$ cat src/rtl/colseq_pkg.sv
// Package: shared mode-word field positions and the stored mode type.
// Assumes a 12-bit mode word; field positions are fixed by the controller.
package colseq_pkg;
    localparam int MODE_W      = 12;
    localparam int BL_LSB      = 0;
    localparam int ORDER_BIT   = 3;
    localparam int CL_LSB      = 4;
    localparam int SWR_BIT     = 9;
    localparam logic [2:0] CL_RESET = 3'd2;

    typedef struct packed {
        logic [2:0] len_code;
        logic       interleave;
        logic [2:0] cl;
        logic       single_wr;
    } mode_t;
endpackage

$ cat src/rtl/colseq_mode_reg.sv
// Module: holds the mode settings that were loaded from the mode word.
// Assumes: mode_load is a single-cycle strobe; unused word bits are dropped.
module colseq_mode_reg
    import colseq_pkg::*;
(
    input  logic              clk,
    input  logic              rst_n,
    input  logic              mode_load,
    input  logic [MODE_W-1:0] mode_word,
    output mode_t             mode
);
    logic unused_word_bits;
    assign unused_word_bits = ^{mode_word[11:10], mode_word[8:7]};

    // Load the mode fields on a strobe; reset to length 1, sequential, CL 2.
    always_ff @(posedge clk) begin
        if (!rst_n) begin
            mode.len_code   <= 3'b000;
            mode.interleave <= 1'b0;
            mode.cl         <= CL_RESET;
            mode.single_wr  <= 1'b0;
        end else if (mode_load) begin
            mode.len_code   <= mode_word[BL_LSB +: 3];
            mode.interleave <= mode_word[ORDER_BIT];
            mode.cl         <= mode_word[CL_LSB +: 3];
            mode.single_wr  <= mode_word[SWR_BIT];
        end
    end

    assert_cl_load_R2: assert property (@(posedge clk) disable iff (!rst_n)
        mode_load |=> mode.cl == $past(mode_word[CL_LSB +: 3]));
    assert_cl_hold_R2: assert property (@(posedge clk) disable iff (!rst_n)
        !mode_load |=> $stable(mode.cl));
endmodule

$ cat src/rtl/colseq_len_decode.sv
// Module: turns a length code into a beat-index mask and a full-page flag.
// Assumes COL_W >= 3; reserved codes, and writes in single-write mode, give one beat.
module colseq_len_decode #(
    parameter int COL_W = 8
) (
    input  logic [2:0]       len_code,
    input  logic             single_wr,
    input  logic             is_write,
    output logic [COL_W-1:0] beat_mask,
    output logic             full_page
);
    // Map the length code to a mask of (length-1); full page sets every bit.
    always_comb begin
        beat_mask = '0;
        full_page = 1'b0;
        if (!(single_wr && is_write)) begin
            unique case (len_code)
                3'b001:  beat_mask = COL_W'(1);
                3'b010:  beat_mask = COL_W'(3);
                3'b011:  beat_mask = COL_W'(7);
                3'b111: begin
                    beat_mask = '1;
                    full_page = 1'b1;
                end
                default: beat_mask = '0;
            endcase
        end
    end
endmodule

$ cat src/rtl/colseq_addr_map.sv
// Module: forms the beat column from the start column, beat index and order.
// Assumes the index never has bits set outside the mask (the sequencer keeps this true).
module colseq_addr_map #(
    parameter int COL_W = 8
) (
    input  logic [COL_W-1:0] base_col,
    input  logic [COL_W-1:0] beat_idx,
    input  logic [COL_W-1:0] beat_mask,
    input  logic             interleave,
    output logic [COL_W-1:0] col
);
    logic [COL_W-1:0] seq_sum;
    logic [COL_W-1:0] xor_val;

    // Sum and XOR candidates for the low (in-burst) bits.
    always_comb begin
        seq_sum = base_col + beat_idx;
        xor_val = base_col ^ beat_idx;
    end

    // Per bit: above the mask keep the start column, inside it pick the order.
    for (genvar b = 0; b < COL_W; b++) begin : g_bit
        always_comb begin
            if (!beat_mask[b])
                col[b] = base_col[b];
            else if (interleave)
                col[b] = xor_val[b];
            else
                col[b] = seq_sum[b];
        end
    end
endmodule

$ cat src/rtl/colseq_beat_seq.sv
// Module: burst state - running flag, captured start column, length, order and beat index.
// Assumes a start wins over a stop in the same cycle; a full-page burst ends only by stop or start.
module colseq_beat_seq #(
    parameter int COL_W = 8
) (
    input  logic             clk,
    input  logic             rst_n,
    input  logic             burst_start,
    input  logic [COL_W-1:0] start_col,
    input  logic             burst_stop,
    input  logic [COL_W-1:0] new_mask,
    input  logic             new_full,
    input  logic             new_interleave,
    output logic             active,
    output logic [COL_W-1:0] base_col,
    output logic [COL_W-1:0] beat_idx,
    output logic [COL_W-1:0] beat_mask,
    output logic             interleave,
    output logic             last_beat
);
    logic full_q;

    // The final beat is the index equal to the mask; full page has none.
    always_comb last_beat = active && !full_q && (beat_idx == beat_mask);

    // Capture a burst on start, advance one beat per clock, end on last or stop.
    always_ff @(posedge clk) begin
        if (!rst_n) begin
            active     <= 1'b0;
            base_col   <= '0;
            beat_idx   <= '0;
            beat_mask  <= '0;
            full_q     <= 1'b0;
            interleave <= 1'b0;
        end else if (burst_start) begin
            active     <= 1'b1;
            base_col   <= start_col;
            beat_idx   <= '0;
            beat_mask  <= new_mask;
            full_q     <= new_full;
            interleave <= new_interleave;
        end else if (active) begin
            if (burst_stop || last_beat)
                active <= 1'b0;
            else
                beat_idx <= beat_idx + 1'b1;
        end
    end

    assert_idx_bound_R3: assert property (@(posedge clk) disable iff (!rst_n)
        active |-> ((beat_idx & ~beat_mask) == '0));
    assert_full_nolast_R6: assert property (@(posedge clk) disable iff (!rst_n)
        (active && full_q) |-> !last_beat);
    assert_end_after_last_R7: assert property (@(posedge clk) disable iff (!rst_n)
        (last_beat && !burst_start) |=> !active);
    assert_stop_ends_R8: assert property (@(posedge clk) disable iff (!rst_n)
        (active && burst_stop && !burst_start) |=> !active);
    assert_restart_R9: assert property (@(posedge clk) disable iff (!rst_n)
        burst_start |=> (active && beat_idx == '0 && base_col == $past(start_col)));
endmodule

$ cat src/rtl/sdram_burst_colseq.sv
// Module: top of the burst column sequencer - mode settings, length decode,
// burst state and column mapping.
// Assumes strobes are single-cycle; outputs are combinational from registers.
module sdram_burst_colseq
    import colseq_pkg::*;
#(
    parameter int COL_W = 8
) (
    input  logic              clk,
    input  logic              rst_n,
    input  logic              mode_load,
    input  logic [MODE_W-1:0] mode_word,
    input  logic              burst_start,
    input  logic [COL_W-1:0]  start_col,
    input  logic              start_write,
    input  logic              burst_stop,
    output logic              col_valid,
    output logic [COL_W-1:0]  col_addr,
    output logic              col_last,
    output logic [2:0]        cas_lat
);
    mode_t            mode;
    logic [COL_W-1:0] dec_mask;
    logic             dec_full;
    logic             active;
    logic [COL_W-1:0] base_col;
    logic [COL_W-1:0] beat_idx;
    logic [COL_W-1:0] beat_mask;
    logic             interleave;
    logic             last_beat;

    colseq_mode_reg u_mode (
        .clk       (clk),
        .rst_n     (rst_n),
        .mode_load (mode_load),
        .mode_word (mode_word),
        .mode      (mode)
    );

    colseq_len_decode #(.COL_W(COL_W)) u_len (
        .len_code  (mode.len_code),
        .single_wr (mode.single_wr),
        .is_write  (start_write),
        .beat_mask (dec_mask),
        .full_page (dec_full)
    );

    colseq_beat_seq #(.COL_W(COL_W)) u_seq (
        .clk            (clk),
        .rst_n          (rst_n),
        .burst_start    (burst_start),
        .start_col      (start_col),
        .burst_stop     (burst_stop),
        .new_mask       (dec_mask),
        .new_full       (dec_full),
        .new_interleave (mode.interleave),
        .active         (active),
        .base_col       (base_col),
        .beat_idx       (beat_idx),
        .beat_mask      (beat_mask),
        .interleave     (interleave),
        .last_beat      (last_beat)
    );

    colseq_addr_map #(.COL_W(COL_W)) u_map (
        .base_col   (base_col),
        .beat_idx   (beat_idx),
        .beat_mask  (beat_mask),
        .interleave (interleave),
        .col        (col_addr)
    );

    // Drive the outputs from the burst state and the stored mode.
    always_comb begin
        col_valid = active;
        col_last  = last_beat;
        cas_lat   = mode.cl;
    end

    assert_last_in_burst_R7: assert property (@(posedge clk) disable iff (!rst_n)
        col_last |-> col_valid);
endmodule

$ cat config.mk
export PLATFORM = sky130hd
export DESIGN_NAME = sdram_burst_colseq
export DESIGN_NICKNAME = d
export VERILOG_FILES = /design/src/rtl/colseq_pkg.sv /design/src/rtl/colseq_mode_reg.sv /design/src/rtl/colseq_len_decode.sv /design/src/rtl/colseq_addr_map.sv /design/src/rtl/colseq_beat_seq.sv /design/src/rtl/sdram_burst_colseq.sv
export SDC_FILE = /design/constraint.sdc
export NUM_CORES = 1
export LEC_CHECK = 0
export ABC_AREA = 1
export BUFFER_PORTS_ARGS = -buffer_cell sky130_fd_sc_hd__buf_2
export CELL_PAD_IN_SITES_DETAIL_PLACEMENT = 0
export CELL_PAD_IN_SITES_GLOBAL_PLACEMENT = 1
export CORE_UTILIZATION = 41
export CTS_CLUSTER_SIZE = 8
export DETAILED_ROUTE_END_ITERATION = 8
export GPL_ROUTABILITY_DRIVEN = 0
export PLACE_DENSITY_LB_ADDON = 0.2
export SLEW_MARGIN = 20
export SYNTH_ARGS = -nofsm -noshare
export SYNTH_HDL_FRONTEND = slang
export SYNTH_SLANG_ARGS = --single-unit
$ cat constraint.sdc
create_clock -name clk -period 3.3 [get_ports clk]
set_clock_uncertainty 0.05 [all_clocks]
set_input_delay 0.66 -clock clk [delete_from_list [all_inputs] [get_ports clk]]
set_output_delay 0.66 -clock clk [all_outputs]
set_load 0.005 [all_outputs]
==> results.ini, run 1 <==
[finish]
regArea_sq_um=620.6
synthToLayoutAreaGrowth_pct=16.07
nFillCells=470
fin_area_sq_um=2187
drive_above_1_share=0.1877
multi_input_area_sq_um=1017
nNetsFinal=343
diodes=0

[critical_path]
arrival_ps=2280
crit_path_cell_trace=ha_1, inv_1, fa_1, o21ai_0, nand4_1, nand2_1, nand2_1, nand3_1, nand2_1, buf_2
r2r-start=u_seq.beat_mask[6]
crit_type=reg2out
end_kind=primary output
cp-startpoint=u_seq.beat_idx[0]
worst-path-buf-inv=2
crit_slowest_cell=dfxtp_1
path_common_cell=nand2_1
critPathRequiredTime_ps=2590
worstSetupStartpointType=flop
critical_path.top_delay_family=adder cells
reg2reg_slack_ps=1680
cp_slowest_stage_delay_ps=420
path_max_fanout=5

[logic_synthesis]
async_flop_share=0
avgSynthCellArea_sq_um=6.827
synth_top_cell_by_area=dfxtp_1
synth_area_sq_um=1884
ys_ff_latch=31
synth.area.top_cells=dfxtp_1 (33%), nand2_1 (13%), inv_1 (8.2%)
yosysWarningCount=0
yosysMostFrequentCell=nand2_1
yosys.cell_types.count=32
netlist.area_leader.share=0.3293
ys_seq_area_frac=0.3293
synth_cells=276
synth_edf_count=0
synth_nets=311
synth_common_cells=nand2_1 (66), inv_1 (41), dfxtp_1 (31)
synthFlopType=dfxtp_1

[route]
viasPerCell=4.964
drc=0
post_drt_wl_per_cell_microns=12.20
drtPass1Iterations=4
wl_microns=4406
drtIter0Drc=89
vias=1792
final_antenna_net_count=0

[sta]
setup_viol=0
hold_violations=0
rsz0062_at_grt=false
fmax_ghz=0.3345
finalMaxSlewViolations=0
max_slew_margin=0.5847
min_period_over_period=0.9059
finalCriticalPeriod_ps=2990
setup_tns_ps=0
worstMarginPinSlew_ps=620.7

[power_and_ir_drop]
ir_drop_uv=232.6
p_per_area_nw_per_um2=439.2
leakagePower_nw=1.014

[die]
row_count=24
die_x_microns=69.79
io_pins=39
dieArea_sq_um=4871
core_sq_um=4384
initial_core_util=0.4298
die_y_microns=69.79

[cts]
clkSlewWorstSetupHoldPaths_ps=70
postCtsResizedCells=0
worst_skew_pair.late_latency_ps=290
htreeDepth=2
cts_hold_buf=0
cts_tree=done
clock_sinks=31
clk_path_buf_depth=2
cts_made_buffers=5
postCtsSetupBuffers=0
cts-root-buf=clkbuf_8

[global_route]
antenna_found_initial=0
grt_max_degree=16
grtUsageTotal=0.1970
grt_pass1_wl_microns=7672
grt_pass1_vias=1687
grt_overflow=0

[placed_design]
placed_area_sq_um=2054
port-buffer-count=34
hpwlAfterDp_microns=3262

[job]
drv_cap=0

[hold_path]
hold_class=reg2reg
min_from=u_mode.mode[2]

[run_status]
outcome=completed

[area by class of cell]
cell class	instances	area share
clock inverters	2	0.02746
well taps	52	0.02975
clock buffers	6	0.03318
repair buffers	35	0.08124
multi-input cells	190	0.4651
inverters	45	0.07952
flip-flops and latches	31	0.2838
[state kept, by name, summed over array words and instances (netlist names)]
register          cells
u_mode.mode           8
u_seq.active          1
u_seq.base_col        8
u_seq.beat_idx        8
u_seq.beat_mask       4
u_seq.full_q          1
u_seq.interleave      1
[per-stage QoR]
stage | worst slack [ps] | instances | total power [mW] | hold slack [ps] | utilization
2_1_floorplan | 1043 | 276 | 0.4807 | 379.9 | -
3_3_place_gp | 710.2 | 353 | 0.5130 | 387.7 | 0.4686
3_5_place_dp | 681.5 | 353 | 0.5138 | 393.2 | 0.4686
4_1_cts | 342.5 | 361 | 0.9693 | 411.6 | 0.4989
5_1_grt | 195.7 | 361 | 1.001 | 447.0 | 0.4989
6_report | 310.4 | 361 | 0.9606 | 406.0 | 0.4989
[power by group]
| group | switching (mW) | internal [mW] |
|---|---|---|
| registers | 0.0121 | 0.390 |
| logic | 0.0607 | 0.0423 |
| clock network | 0.153 | 0.302 |
| total | 0.226 | 0.734 |
[cell families (layout without fill, tap and decap cells)]
kind of cell	count (synthesis)	in the layout	synth area share
and+or+nand+nor	135	135	0.3260
buffers and inverters	55	88	0.1308
AOI/OAI and AO/OA	44	44	0.1408
DFF	31	31	0.3294
adders and majority gates	9	9	0.06375
xor gates and xnor gates	2	2	0.009298
[per-layer routing]
layer	share of wire	vias up	routed length [microns]	track usage
met3	0.045	11	198	0.04651
met5	0	-	0	0
met4	0.016	0	72	0.07556
met2	0.45	38	2001	0.3152
met1	0.48	781	2135	0.2559
li1	-	962	-	-
[path summary, 6_finish.rpt]
| path | end | cells after the start |
|---|---|---|
| setup / recovery | col_addr[6] | 10 |
| hold / removal | u_mode.mode[2] | 2 |
| setup reg to reg | u_seq.beat_idx[0] | 11 |
| hold reg to reg | u_mode.mode[2] | 2 |
[worst min-delay path, cell delays in order, from the launching register on]
cell and delay, ps:
dfxtp_1 330, nand2_1 50, nand3_1 50
[cell usage in the layout, fill, tap and decap left out]
cell       count
nor2_1        18
o21bai_1       2
bufinv_16      2
dfxtp_1       31
inv_6          1
fa_1           1
inv_1         41
a21oi_2        1
o211ai_1       2
nor3_2         1
clkbuf_1       1
nor3_1         2
clkbuf_8       5
o22ai_1        2
clkinv_1       3
a21oi_1        8
nand2_4        1
xnor2_1        1
nand4_1       12
a21boi_2       1
a22o_1         5
nand3_1       23
buf_2         34
nand2_1       66
nand2_2        1
o2111ai_1      1
xor2_1         1
buf_4          1
nor4b_1        1
ha_1           8
nor2_2        10
o21ai_0       22
No activity file was read; power rests on OpenSTA's default activity.
==> run 2, diff against run 1 <==
--- a/config.mk
+++ b/config.mk
@@ -7,9 +7,10 @@
 export LEC_CHECK = 0
 export ABC_AREA = 1
 export BUFFER_PORTS_ARGS = -buffer_cell sky130_fd_sc_hd__buf_2
+export CAP_MARGIN = 20
 export CELL_PAD_IN_SITES_DETAIL_PLACEMENT = 0
 export CELL_PAD_IN_SITES_GLOBAL_PLACEMENT = 1
-export CORE_UTILIZATION = 41
+export CORE_UTILIZATION = 42
 export CTS_CLUSTER_SIZE = 8
 export DETAILED_ROUTE_END_ITERATION = 8
 export GPL_ROUTABILITY_DRIVEN = 0
@@ -17,4 +18,5 @@
 export SLEW_MARGIN = 20
 export SYNTH_ARGS = -nofsm -noshare
 export SYNTH_HDL_FRONTEND = slang
+export SYNTH_HIERARCHICAL = 1
 export SYNTH_SLANG_ARGS = --single-unit
==> run 2 against run 1 <==
Synthesized area rose by 14%. Power fell by 5.6%. Critical path type unchanged. Synthesized cell count rose by 21%. Fmax rose by 8.2%. Largest cell class unchanged. Largest power group is now registers. Register-to-register slack got worse by 60 ps. First-iteration DRC count rose by 30%. Count of clock-buffer cells in the layout fell by 1.
==> results.ini, run 2 <==
[run_status]
outcome=completed  ; unchanged

[global_route]
grt_pass1_vias=1704  ; was 1687
grt_max_degree=28  ; was 16
antenna_found_initial=0  ; unchanged
grt_overflow=0  ; unchanged
grtUsageTotal=0.1885  ; was 0.1970
grt_pass1_wl_microns=7734  ; was 7672 microns

[die]
initial_core_util=0.4452  ; was 0.4298
dieArea_sq_um=5396  ; was 4871 sq um
die_y_microns=73.46  ; was 69.79 microns
die_x_microns=73.46  ; was 69.79 microns
row_count=25  ; was 24
io_pins=39  ; unchanged
core_sq_um=4817  ; was 4384 sq um

[hold_path]
holdPathEnd=u_mode/mode[2]  ; was u_mode.mode[2]
min_from=u_mode/mode[2]  ; was u_mode.mode[2]
hold_class=reg2reg  ; unchanged
min_path_cells=2  ; unchanged

[route]
drtPass1Iterations=4  ; unchanged
final_antenna_net_count=0  ; unchanged
viasPerCell=4.737  ; was 4.964
drtIter0Drc=116  ; was 89
vias=2037  ; was 1792
drc=0  ; unchanged
post_drt_wl_per_cell_microns=10.94  ; was 12.20 microns
wl_microns=4706  ; was 4406 microns

[cts]
cts_tree=done  ; unchanged
cts_made_buffers=5  ; unchanged
clk_path_buf_depth=2  ; unchanged
postCtsSetupBuffers=0  ; unchanged
clkSlewWorstSetupHoldPaths_ps=70  ; about the same
worst_skew_pair.late_latency_ps=290  ; about the same
clock_sinks=35  ; was 31
cts_hold_buf=0  ; unchanged
htreeDepth=2  ; unchanged
cts-root-buf=clkbuf_8  ; unchanged
postCtsResizedCells=0  ; unchanged

[logic_synthesis]
yosysMostFrequentCell=nand2_1  ; unchanged
synth.area.top_cells=dfxtp_1 (33%), nand2_1 (14%), nor2_1 (10%)  ; was dfxtp_1 (33%), nand2_1 (13%), inv_1 (8.2%)
synth_area_sq_um=2145  ; was 1884 sq um
synth_nets=370  ; was 311
synth_cells=335  ; was 276
synth_top_cell_by_area=dfxtp_1  ; unchanged
synth_common_cells=nand2_1 (79), nor2_1 (59), inv_1 (48)  ; was nand2_1 (66), inv_1 (41), dfxtp_1 (31)
synthFlopType=dfxtp_1  ; unchanged
synth_top_family_by_area=simple AND/OR/NAND/NOR gates  ; unchanged
synthXorXnorAreaFrac=0.02450  ; was 0.009296
synth_compound_area_frac=0.1009  ; was 0.1408
muxShareOfSynthArea=0.005251  ; was 0
async_flop_share=0  ; unchanged
netlist.area_leader.share=0.3267  ; was 0.3293
synthSimpleGateAreaFrac=0.3559  ; was 0.3260
ys_ff_latch=35  ; was 31
avgSynthCellArea_sq_um=6.402  ; was 6.827 sq um
yosysWarningCount=6  ; was 0
synthAdderAreaFrac=0.05601  ; was 0.06375
yosys.cell_types.count=28  ; was 32
ys_seq_area_frac=0.3267  ; was 0.3293
synth_edf_count=0  ; unchanged

[critical_path]
worstSetupStartpointType=flop  ; unchanged
critPathRequiredTime_ps=2590  ; about the same
end_kind=primary output  ; unchanged
path_max_fanout=5  ; unchanged
reg2reg_slack_ps=1620  ; was 1680 ps
crit_type=reg2out  ; unchanged
r2r_cells=11  ; unchanged
arrival_ps=2050  ; was 2280 ps
crit_slowest_cell=dfxtp_1  ; unchanged
r2r-start=u_seq/beat_idx[3]  ; was u_seq.beat_mask[6]
crit_path_cell_trace=ha_1, inv_1, fa_1, o21ai_2, nand2_1, xor2_1, a21oi_1, buf_2  ; was ha_1, inv_1, fa_1, o21ai_0, nand4_1, nand2_1, nand2_1, nand3_1, nand2_1, buf_2
r2r_end=u_seq/beat_idx[0]  ; was u_seq.beat_idx[0]
cp_slowest_stage_delay_ps=440  ; was 420 ps
cp-startpoint=u_seq/beat_idx[0]  ; was u_seq.beat_idx[0]

[power_and_ir_drop]
leakagePower_nw=1.186  ; was 1.014 nW
ir_drop_uv=267.5  ; was 232.6 uV
p_per_area_nw_per_um2=379.5  ; was 439.2 nW/um^2
finalPower_mw=0.9068  ; was 0.9606 mW

[sta]
setup_viol=0  ; unchanged
finalCriticalPeriod_ps=2764  ; was 2990 ps
setup_tns_ps=0  ; unchanged
hold_violations=0  ; unchanged
rsz0062_at_grt=false  ; unchanged
max_slew_margin=0.5093  ; was 0.5847
finalMaxSlewViolations=0  ; unchanged
setup_ws_ps=536.3  ; was 310.4 ps
worstMarginPinSlew_ps=735.3  ; was 620.7 ps
min_period_over_period=0.8375  ; was 0.9059
fmax_ghz=0.3618  ; was 0.3345 GHz

[finish]
layout_common_cells=nand2_1 (79), nor2_1 (59), inv_1 (48), dfxtp_1 (35), buf_2 (34)  ; was nand2_1 (66), inv_1 (41), buf_2 (34), dfxtp_1 (31), nand3_1 (23)
mostFrequentLayoutCell=nand2_1  ; unchanged
drive_above_1_share=0.1460  ; was 0.1877
regArea_sq_um=700.7  ; was 620.6 sq um
nFillCells=543  ; was 470
diodes=0  ; unchanged
fin_area_sq_um=2390  ; was 2187 sq um
multi_input_area_sq_um=1164  ; was 1017 sq um
synthToLayoutAreaGrowth_pct=11.44  ; was 16.07%
nNetsFinal=397  ; was 343

[placed_design]
post-place-ws_ps=860.3  ; was 681.5 ps
port-buffer-count=34  ; unchanged
placed_area_sq_um=2306  ; was 2054 sq um
hpwlAfterDp_microns=3476  ; was 3262 microns

[job]
drv_cap=0  ; unchanged

[run 2: critical path, delay by kind of cell, from the launching register on]
family	cells	cell delay [ps]
AO/OA/AOI/OAI	2	310
XOR/XNOR	1	140
adder cells (fa/ha/maj)	2	620
buffers and inverters	2	180
flip-flops	1	440
AND/OR/NAND/NOR	1	80
[run 2: how the worst max path moves through the flow]
stage | endpoint | slack, ps
global placement | col_addr[4] | 880
CTS | col_addr[4] | 530
detailed placement | col_addr[4] | 860
global route | col_addr[4] | 410
finish | col_addr[4] | 540
floorplan | col_addr[4] | 1130
[run 2: final cells by class]
type	count	share of cell area
timing repair buffer	34	0.07120
multi-input combinational	236	0.4869
tap	67	0.03508
clock inverter	3	0.006283
inverter	50	0.07853
clock buffer	5	0.02880
sequential	35	0.2932
[run 2: stage by stage]
stage               hold slack, ps  utilization  instances
floorplan                    399.0            -        335
CTS                          416.8       0.4961        430
detailed placement           394.4       0.4787        422
finish                       419.7       0.4961        430
global route                 435.8       0.4961        430
global placement             389.1       0.4787        422
[run 2: cell families after synthesis]
kind of cell               count (synthesis)
DFF                                       35
muxes                                      1
AOI/OAI and AO/OA                         41
xor gates and xnor gates                   6
and+or+nand+nor                          179
adders and majority gates                  9
buffers and inverters                     64
[run 2: where the power goes]
part / switching [mW] / total [mW] / internal (mW)
Combinational: 0.0792 / 0.135 / 0.0558
Sequential: 0.0204 / 0.465 / 0.445
Clock: 0.162 / 0.307 / 0.145
[run 2: routing by layer]
metal,vias up,GRT usage,part of all wire
li1,1104,-,-
met2,41,0.3048,0.46
met3,2,0.04801,0.041
met4,0,0.05769,0.0068
met5,-,0,0
met1,890,0.2458,0.49
